[src/rtl/syscfg_pkg.sv]
package syscfg_pkg;
  localparam int A_LOCK    = 0;
  localparam int A_DEVCFG  = 1;
  localparam int A_CLKDIV  = 2;
  localparam int A_SYSINFO = 3;

  localparam int CFG_W       = 5;
  localparam int B_KPD_A     = 0;
  localparam int B_KPD_B     = 1;
  localparam int B_PWM2      = 2;
  localparam int B_I2S_SSP   = 3;
  localparam int B_I2S_AC97  = 4;

  localparam logic [CFG_W-1:0] CFG_RESET = 5'b00011;

  typedef struct packed {
    logic keypad_owns_ports;
    logic pwm2_on_pin;
    logic i2s_on_ssp;
    logic i2s_on_ac97;
  } route_t;
endpackage

[src/rtl/syscfg_unlock.sv]
module syscfg_unlock (
  input  logic clk,
  input  logic rst_n,
  input  logic lock_wr,
  input  logic key_ok,
  input  logic prot_wr,
  output logic armed
);
  logic armed_q, armed_d, armed_en;

  always_comb begin
    armed_en = lock_wr | prot_wr;
    armed_d  = armed_q;
    if (lock_wr)      armed_d = key_ok;
    else if (prot_wr) armed_d = 1'b0;
  end

  always_ff @(posedge clk or negedge rst_n) begin
    if (!rst_n)        armed_q <= 1'b0;
    else if (armed_en) armed_q <= armed_d;
  end

  assign armed = armed_q;
endmodule

[src/rtl/syscfg_prot_reg.sv]
module syscfg_prot_reg #(
  parameter int          W   = 8,
  parameter logic [W-1:0] RST = '0
) (
  input  logic         clk,
  input  logic         rst_n,
  input  logic         sel_wr,
  input  logic         armed,
  input  logic         data_ok,
  input  logic [W-1:0] wdata,
  output logic [W-1:0] q
);
  logic [W-1:0] q_r, q_d;
  logic         q_en;

  always_comb begin
    q_en = sel_wr & armed & data_ok;
    q_d  = wdata;
  end

  always_ff @(posedge clk or negedge rst_n) begin
    if (!rst_n)    q_r <= RST;
    else if (q_en) q_r <= q_d;
  end

  assign q = q_r;
endmodule

[src/rtl/syscfg_route_decode.sv]
module syscfg_route_decode
  import syscfg_pkg::*;
(
  input  logic [CFG_W-1:0] cfg,
  output route_t           route
);
  always_comb begin
    route.keypad_owns_ports = ~(cfg[B_KPD_A] | cfg[B_KPD_B]);
    route.pwm2_on_pin       = cfg[B_PWM2];
    route.i2s_on_ssp        = cfg[B_I2S_SSP];
    route.i2s_on_ac97       = cfg[B_I2S_AC97];
  end
endmodule

[src/rtl/syscfg_lockregs.sv]
module syscfg_lockregs
  import syscfg_pkg::*;
#(
  parameter int          DATA_W  = 32,
  parameter int          ADDR_W  = 4,
  parameter int          DIV_W   = 16,
  parameter int          REV_W   = 4,
  parameter int          REV_LSB = 4,
  parameter logic [REV_W-1:0] REVISION = 4'h2,
  parameter logic [DATA_W-1:0] LOCK_KEY = 32'h0000_00AA
) (
  input  logic              clk,
  input  logic              rst_n,
  input  logic              bus_wr,
  input  logic [ADDR_W-1:0] bus_addr,
  input  logic [DATA_W-1:0] bus_wdata,
  output logic [DATA_W-1:0] bus_rdata,
  output logic              keypad_owns_ports,
  output logic              pwm2_on_pin,
  output logic              i2s_on_ssp,
  output logic              i2s_on_ac97,
  output logic [DIV_W-1:0]  aud_clk_div
);
  localparam int PAD_CFG = DATA_W - CFG_W;
  localparam int PAD_DIV = DATA_W - DIV_W;

  // asynchronous assert, synchronous release
  logic [1:0] rst_pipe;
  logic       rst_sync_n;
  always_ff @(posedge clk or negedge rst_n) begin
    if (!rst_n) rst_pipe <= 2'b00;
    else        rst_pipe <= {rst_pipe[0], 1'b1};
  end
  assign rst_sync_n = rst_pipe[1];

  logic wr_lock, wr_cfg, wr_div, prot_wr, key_ok, cfg_ok, armed;
  logic [CFG_W-1:0] devcfg_q;
  logic [DIV_W-1:0] clkdiv_q;
  route_t           route;

  always_comb begin
    wr_lock = bus_wr & (bus_addr == ADDR_W'(A_LOCK));
    wr_cfg  = bus_wr & (bus_addr == ADDR_W'(A_DEVCFG));
    wr_div  = bus_wr & (bus_addr == ADDR_W'(A_CLKDIV));
    prot_wr = wr_cfg | wr_div;
    key_ok  = (bus_wdata == LOCK_KEY);
    cfg_ok  = ~(bus_wdata[B_I2S_SSP] & bus_wdata[B_I2S_AC97]);
  end

  syscfg_unlock u_unlock (
    .clk     (clk),
    .rst_n   (rst_sync_n),
    .lock_wr (wr_lock),
    .key_ok  (key_ok),
    .prot_wr (prot_wr),
    .armed   (armed)
  );

  syscfg_prot_reg #(.W(CFG_W), .RST(CFG_RESET)) u_devcfg (
    .clk     (clk),
    .rst_n   (rst_sync_n),
    .sel_wr  (wr_cfg),
    .armed   (armed),
    .data_ok (cfg_ok),
    .wdata   (bus_wdata[CFG_W-1:0]),
    .q       (devcfg_q)
  );

  syscfg_prot_reg #(.W(DIV_W), .RST('0)) u_clkdiv (
    .clk     (clk),
    .rst_n   (rst_sync_n),
    .sel_wr  (wr_div),
    .armed   (armed),
    .data_ok (1'b1),
    .wdata   (bus_wdata[DIV_W-1:0]),
    .q       (clkdiv_q)
  );

  syscfg_route_decode u_route (
    .cfg   (devcfg_q),
    .route (route)
  );

  always_comb begin
    bus_rdata = '0;
    case (bus_addr)
      ADDR_W'(A_LOCK):    bus_rdata = {{(DATA_W-1){1'b0}}, armed};
      ADDR_W'(A_DEVCFG):  bus_rdata = {{PAD_CFG{1'b0}}, devcfg_q};
      ADDR_W'(A_CLKDIV):  bus_rdata = {{PAD_DIV{1'b0}}, clkdiv_q};
      ADDR_W'(A_SYSINFO): bus_rdata[REV_LSB +: REV_W] = REVISION;
      default:            bus_rdata = '0;
    endcase
  end

  assign keypad_owns_ports = route.keypad_owns_ports;
  assign pwm2_on_pin       = route.pwm2_on_pin;
  assign i2s_on_ssp        = route.i2s_on_ssp;
  assign i2s_on_ac97       = route.i2s_on_ac97;
  assign aud_clk_div       = clkdiv_q;
endmodule

[config.mk]
export PLATFORM = sky130hd
export DESIGN_NAME = syscfg_lockregs
export DESIGN_NICKNAME = d
export VERILOG_FILES = /design/src/rtl/syscfg_pkg.sv /design/src/rtl/syscfg_unlock.sv /design/src/rtl/syscfg_prot_reg.sv /design/src/rtl/syscfg_route_decode.sv /design/src/rtl/syscfg_lockregs.sv
export SDC_FILE = /design/constraint.sdc
export NUM_CORES = 1
export LEC_CHECK = 0
export BUFFER_PORTS_ARGS = -buffer_cell sky130_fd_sc_hd__buf_2
export CAP_MARGIN = 20
export CORE_MARGIN = 4
export CORE_UTILIZATION = 45
export CTS_BUF_LIST = sky130_fd_sc_hd__clkbuf_4 sky130_fd_sc_hd__clkbuf_8
export DETAILED_ROUTE_END_ITERATION = 16
export HOLD_SLACK_MARGIN = 0.02
export PLACE_DENSITY_LB_ADDON = 0.15
export SYNTH_ARGS = -nofsm -noshare
export SYNTH_HDL_FRONTEND = slang
export SYNTH_SLANG_ARGS = --single-unit
[constraint.sdc]
create_clock -name clk -period 1.85 [get_ports clk]
set_input_delay 0.2775 -clock clk [delete_from_list [all_inputs] [get_ports clk]]
set_output_delay 0.2775 -clock clk [all_outputs]
set_load 0.02 [all_outputs]
=== Yosys cells after proc, flatten, opt, wreduce, memory -nomap -nowiden ===
Index checks and enable logic that the tools add are counted.

* Equal/unequal tests: 4
* Multiplexer cells: 5
* Bitwise operators: 12
* Reduce and logical (&&, ||, !) cells: 3

{| class="wikitable"
|+ Operators by type and width
! cell !! count
|-
| equality test 32 x 8 -> 1 bit (second input constant) || 1
|-
| case mux 4 bit (3 select lines) || 2
|-
| equality test 4 x 2 -> 1 bit (second input constant) || 2
|-
| two-way mux 8 bit || 1
|-
| bitwise AND 1 bit || 7
|-
| equality test 4 x 1 -> 1 bit (second input constant) || 1
|-
| logical NOT 4 bit || 1
|-
| bitwise OR 1 bit || 3
|-
| two-way mux 1 bit || 2
|-
| inverter 1 bit || 2
|-
| AND reduction 2 bit || 1
|-
| nonzero test 2 bit || 1
|}

* Register bits: 24
* Output and inout port bits: 52
* Logic and storage cells: 28

=== Logic depth before layout (Yosys ltp) ===
* Depth in word-level cells: 5
* Mapped depth: 5
* Mapped depth without buffers: 3

=== Modules after synthesis ===
From an unflattened synthesis, not the netlist that was laid out.

* Cell total of the unflattened synthesis: 120
* Area, all modules: 1,398.8 um^2

{| class="wikitable"
|+ By module, submodules not included
! module !! instances !! cells an instance !! area each (um^2)
|-
| syscfg_prot_reg (u_clkdiv) || 1 || 34 || 646.9
|-
| syscfg_lockregs || 1 || 68 || 494.2
|-
| syscfg_prot_reg (u_devcfg) || 1 || 11 || 193.9
|-
| syscfg_unlock || 1 || 3 || 37.5
|-
| syscfg_route_decode || 1 || 4 || 26.3
|}

=== Worst setup path before layout ===
OpenSTA, ideal clock, no wires.

* Path type: input port to flip-flop
* Start: input bus_addr[0]
* End: register u_clkdiv.q_r[10] (netlist: u_clkdiv.q[10])
* Arrival time: 1,408 ps
* Setup slack: 317 ps
* Stages on the path: 5
* Buffers on the path: 2
* Cell sequence: nor4b_4 and3_1 buf_6 buf_12 mux2_4

* Longest elaborated chain between the ends: 3

{| class="wikitable"
|+ RTL lines
! what !! line !! RTL
|-
| start: declaration || syscfg_lockregs.sv:15 || <nowiki>input logic [ADDR_W-1:0] bus_addr,</nowiki>
|-
| equality test 4 x 2 -> 1 bit || syscfg_lockregs.sv:44 || <nowiki>wr_div = bus_wr & (bus_addr == ADDR_W'(A_CLKDIV));</nowiki>
|-
| bitwise AND 1 bit || syscfg_lockregs.sv:44 ||
|-
| bitwise AND 1 bit || syscfg_prot_reg.sv:17 || <nowiki>q_en = sel_wr & armed & data_ok;</nowiki>
|-
| end signal: assignment || syscfg_prot_reg.sv:23 || <nowiki>else if (q_en) q_r <= q_d;</nowiki>
|-
| end: declaration || syscfg_prot_reg.sv:13 || <nowiki>logic [W-1:0] q_r, q_d;</nowiki>
|}

No other way between the ends.
A chain may end at the register's enable or synchronous reset.

=== Worst setup path in the final report ===
* Start: input bus_addr[0]
* End: output bus_rdata[0]

* Longest elaborated chain between the ends: 2

{| class="wikitable"
|+ RTL lines
! what !! line !! RTL
|-
| equality test 4 x 2 -> 1 bit, or another cell as far along || syscfg_lockregs.sv:86 || <nowiki>case (bus_addr)</nowiki>
|-
| case mux 4 bit (3 select lines) (*) || syscfg_lockregs.sv:86 ||
|-
| end: declaration || syscfg_lockregs.sv:17 || <nowiki>output logic [DATA_W-1:0] bus_rdata,</nowiki>
|}

Mark *: on every way between the ends. The rest lies on a longest branch, timed or not.

==> impl_metrics.env <==
export IMPL_chipHeight_um=62.6
export IMPL_postSynthRegisterBits=24
export IMPL_io_pins=91
export IMPL_die_w_um=62.6
export IMPL_design_final_nets=228
export IMPL_wl_per_instance_um=14.4
export IMPL_synth_cell_area_mm2=0.00134
export IMPL_irDropWorstVdd_v=0.000305
export IMPL_critPathLaunchType="primary input"
export IMPL_critical_path_peak_fanout=15
export IMPL_drt_first_pass_iters=2
export IMPL_dr_first_iter_drc_count=7
export IMPL_htreeDepth=1
export IMPL_grt_pass1_wl_um=5270
export IMPL_synth_area_leader_cell="sky130_fd_sc_hd__dfrtp_1"
export IMPL_r2r_path_end="u_clkdiv.q[13]$_DFFE_PN0P_"
export IMPL_top_cell_type_s_share_of_synthesized_area=0.410
export IMPL_min_period_over_period=0.863
export IMPL_hold_path_startpoint="bus_wdata[10]"
export IMPL_hold_end="u_clkdiv.q[10]$_DFFE_PN0P_"
export IMPL_clk_pin_slew_ps=130
export IMPL_dp_cells=214
export IMPL_synth_avg_cell_area_um2=12.5
export IMPL_routed_wl_um=3160
export IMPL_flow_area_growth_from_synthesis_pct=29.9
export IMPL_via_count_of_the_first_global_routing_pass=1086
export IMPL_antenna_cells=0
export IMPL_timing_reg2reg_worst_path_depth=3
export IMPL_detail_route_vias_per_cell=5.01
export IMPL_standby_leakage_power_uw=0.00101
export IMPL_timing_hold_violations_final=0
export IMPL_synth_edf_count=0
export IMPL_critical_path_arrival_ps=1320
export IMPL_initial_core_util=0.478
export IMPL_fill_cells=229
export IMPL_min_path_cells=2
export IMPL_post_synth_inst_count=107
export IMPL_max_freq_mhz=626
export IMPL_vias=1097
export IMPL_tritoncts_num_buffers=3
export IMPL_required_ps=1570
export IMPL_synth_sequential_area_ratio=0.450
export IMPL_asyncSetResetFlopFracSynth=1.00
export IMPL_gp_congestion=0.770
export IMPL_cts_root_buffer="sky130_fd_sc_hd__clkbuf_4"
export IMPL_post_layout_nonfiller_instances=219
export IMPL_dominantRegCellSynth="sky130_fd_sc_hd__dfrtp_1"
export IMPL_totalNegativeSetupSlack_ps=0
export IMPL_clock_path_buffers=2
export IMPL_clk_latency_ps=300
export IMPL_synthDistinctLibCells=27
export IMPL_drcViolationCount=0
export IMPL_fp_row_count=19
export IMPL_setup_viol_count_final=0
export IMPL_worst_setup_path_end_kind="output port"
export IMPL_port_buffers=74
export IMPL_die_area_mm2=0.00392
export IMPL_coreArea_mm2=0.00281
export IMPL_timing_reg2reg_setup_slack_ps=610
export IMPL_worstSetupPathType="primary input to output port"
export IMPL_worstReg2RegStart="u_unlock.armed$_DFFE_PN0P_"
export IMPL_yosys_warnings=0
export IMPL_final_period_minus_worst_setup_slack_ps=1600
export IMPL_number_of_max_slew_violations_in_the_final_report=0
export IMPL_tritoncts="built"
export IMPL_antenna_violating_nets_post_route=0
export IMPL_grt_ovfl_total=0
export IMPL_maxCapViolCount=0
export IMPL_pwr_density_cell_mw_per_mm2=522
export IMPL_antenna_found_initial=0
export IMPL_synth_top_cells_by_area="sky130_fd_sc_hd__dfrtp_1, sky130_fd_sc_hd__mux2_4, sky130_fd_sc_hd__mux2_2, sky130_fd_sc_hd__buf_4, sky130_fd_sc_hd__and2_1"
export IMPL_netlist_top_cells_count="sky130_fd_sc_hd__dfrtp_1, sky130_fd_sc_hd__buf_4, sky130_fd_sc_hd__mux2_2"
export IMPL_numClockSinks=24
export IMPL_track_usage=0.167
export IMPL_holdCritPathClass="primary input to flop"
export IMPL_place_hpwl_um=2590
export IMPL_fin_skew_ps=9.37
export IMPL_outcome="complete, no violations"
export IMPL_rsz_0062_raised_after_global_routing="no"
export IMPL_grt_start_max_net_pins=23
export IMPL_drive_above_1_share=0.585
export IMPL_synth_most_common_cell="sky130_fd_sc_hd__dfrtp_1"
export IMPL_postCtsSetupRepairBufs=0
-- logic make-up after synthesis --
logic type / after synthesis / share of synthesized area
AO/OA/AOI/OAI: 8 / 0.0485
buffers and inverters: 20 / 0.118
flip-flops: 24 / 0.450
multiplexers: 21 / 0.204
other: 2 / 0.00560
AND/OR/NAND/NOR: 32 / 0.174
-- cells in the final DEF, fill, tap and decap left out, types with 2 or more instances in the layout --
cell type,n
sky130_fd_sc_hd__buf_2,74
sky130_fd_sc_hd__dfrtp_1,22
sky130_fd_sc_hd__conb_1,17
sky130_fd_sc_hd__mux2_2,11
sky130_fd_sc_hd__and2_1,10
sky130_fd_sc_hd__mux2_4,10
sky130_fd_sc_hd__nor4_1,6
sky130_fd_sc_hd__buf_4,6
sky130_fd_sc_hd__a22o_1,4
sky130_fd_sc_hd__nand2_1,3
sky130_fd_sc_hd__clkbuf_4,3
sky130_fd_sc_hd__nor4b_4,2
sky130_fd_sc_hd__nor2_1,2
sky130_fd_sc_hd__nor4bb_1,2
sky130_fd_sc_hd__nand4_1,2
sky130_fd_sc_hd__dfstp_2,2
-- repair_timing --
item,in CTS,in global routing
gates resized for setup,0,0
hold buffers,1,0
endpoints found under the hold margin,2,0
-- final cells by class --
type,count,area (µm²),area share
multi-input combinational,78,636,0.365
inverter,1,3.75,0.00215
sequential,24,603,0.346
timing repair buffer,81,425,0.244
clock buffer,4,36.3,0.0208
tap,31,38.8,0.0223
-- worst max-delay path, cell delays in order --
cell and delay (ps):
sky130_fd_sc_hd__buf_2 140, sky130_fd_sc_hd__nor4b_4 300, sky130_fd_sc_hd__buf_4 250, sky130_fd_sc_hd__a22oi_1 110
sky130_fd_sc_hd__nand2_1 80, sky130_fd_sc_hd__buf_2 160
-- how the worst max path moves through the flow --
| stage | startpoint | to | slack [ps] | cells past startpoint |
|---|---|---|---|---|
| CTS | bus_addr[0] | bus_rdata[0] | 240 | 6 |
| global route | bus_addr[0] | bus_rdata[0] | 190 | 6 |
| global placement | bus_addr[0] | u_clkdiv.q[14]$_DFFE_PN0P_ | 250 | 5 |
| finish | bus_addr[0] | bus_rdata[0] | 250 | 6 |
| floorplan | bus_addr[0] | u_clkdiv.q[10]$_DFFE_PN0P_ | 320 | 5 |
| detailed placement | bus_addr[0] | u_clkdiv.q[14]$_DFFE_PN0P_ | 210 | 5 |
-- sequential cells by signal (all words and copies together), names as in the netlist --
name            cells
u_clkdiv.q         16
u_devcfg.q          5
rst_pipe            2
u_unlock.armed      1
-- through the flow --
step | setup WS (ps) | power, µW | area [µm²] | util | hold WS [ps]
finish | 253 | 910 | 1740 | 0.621 | 209
floorplan | 317 | 614 | 1400 | - | -18.1
detailed placement | 209 | 654 | 1700 | 0.605 | 64.9
global placement | 250 | 651 | 1700 | 0.605 | 61.7
global route | 188 | 967 | 1740 | 0.621 | 186
CTS | 236 | 920 | 1740 | 0.621 | 203
-- metal layers --
layer | global-route usage | vias to the layer above | share of wire | routed length (µm)
met1 | 0.220 | 522 | 0.43 | 1360
met2 | 0.273 | 56 | 0.46 | 1460
li1 | - | 517 | - | -
met4 | 0.0331 | 0 | 0.0051 | 16
met3 | 0.0504 | 2 | 0.10 | 317
met5 | 0 | - | 0 | 0
-- power by group --
part / internal (µW) / switching (µW)
combinational: 43.8 / 74.7
sequential: 527 / 0.616
clock: 120 / 144
(Power assumes the default switching activity.)
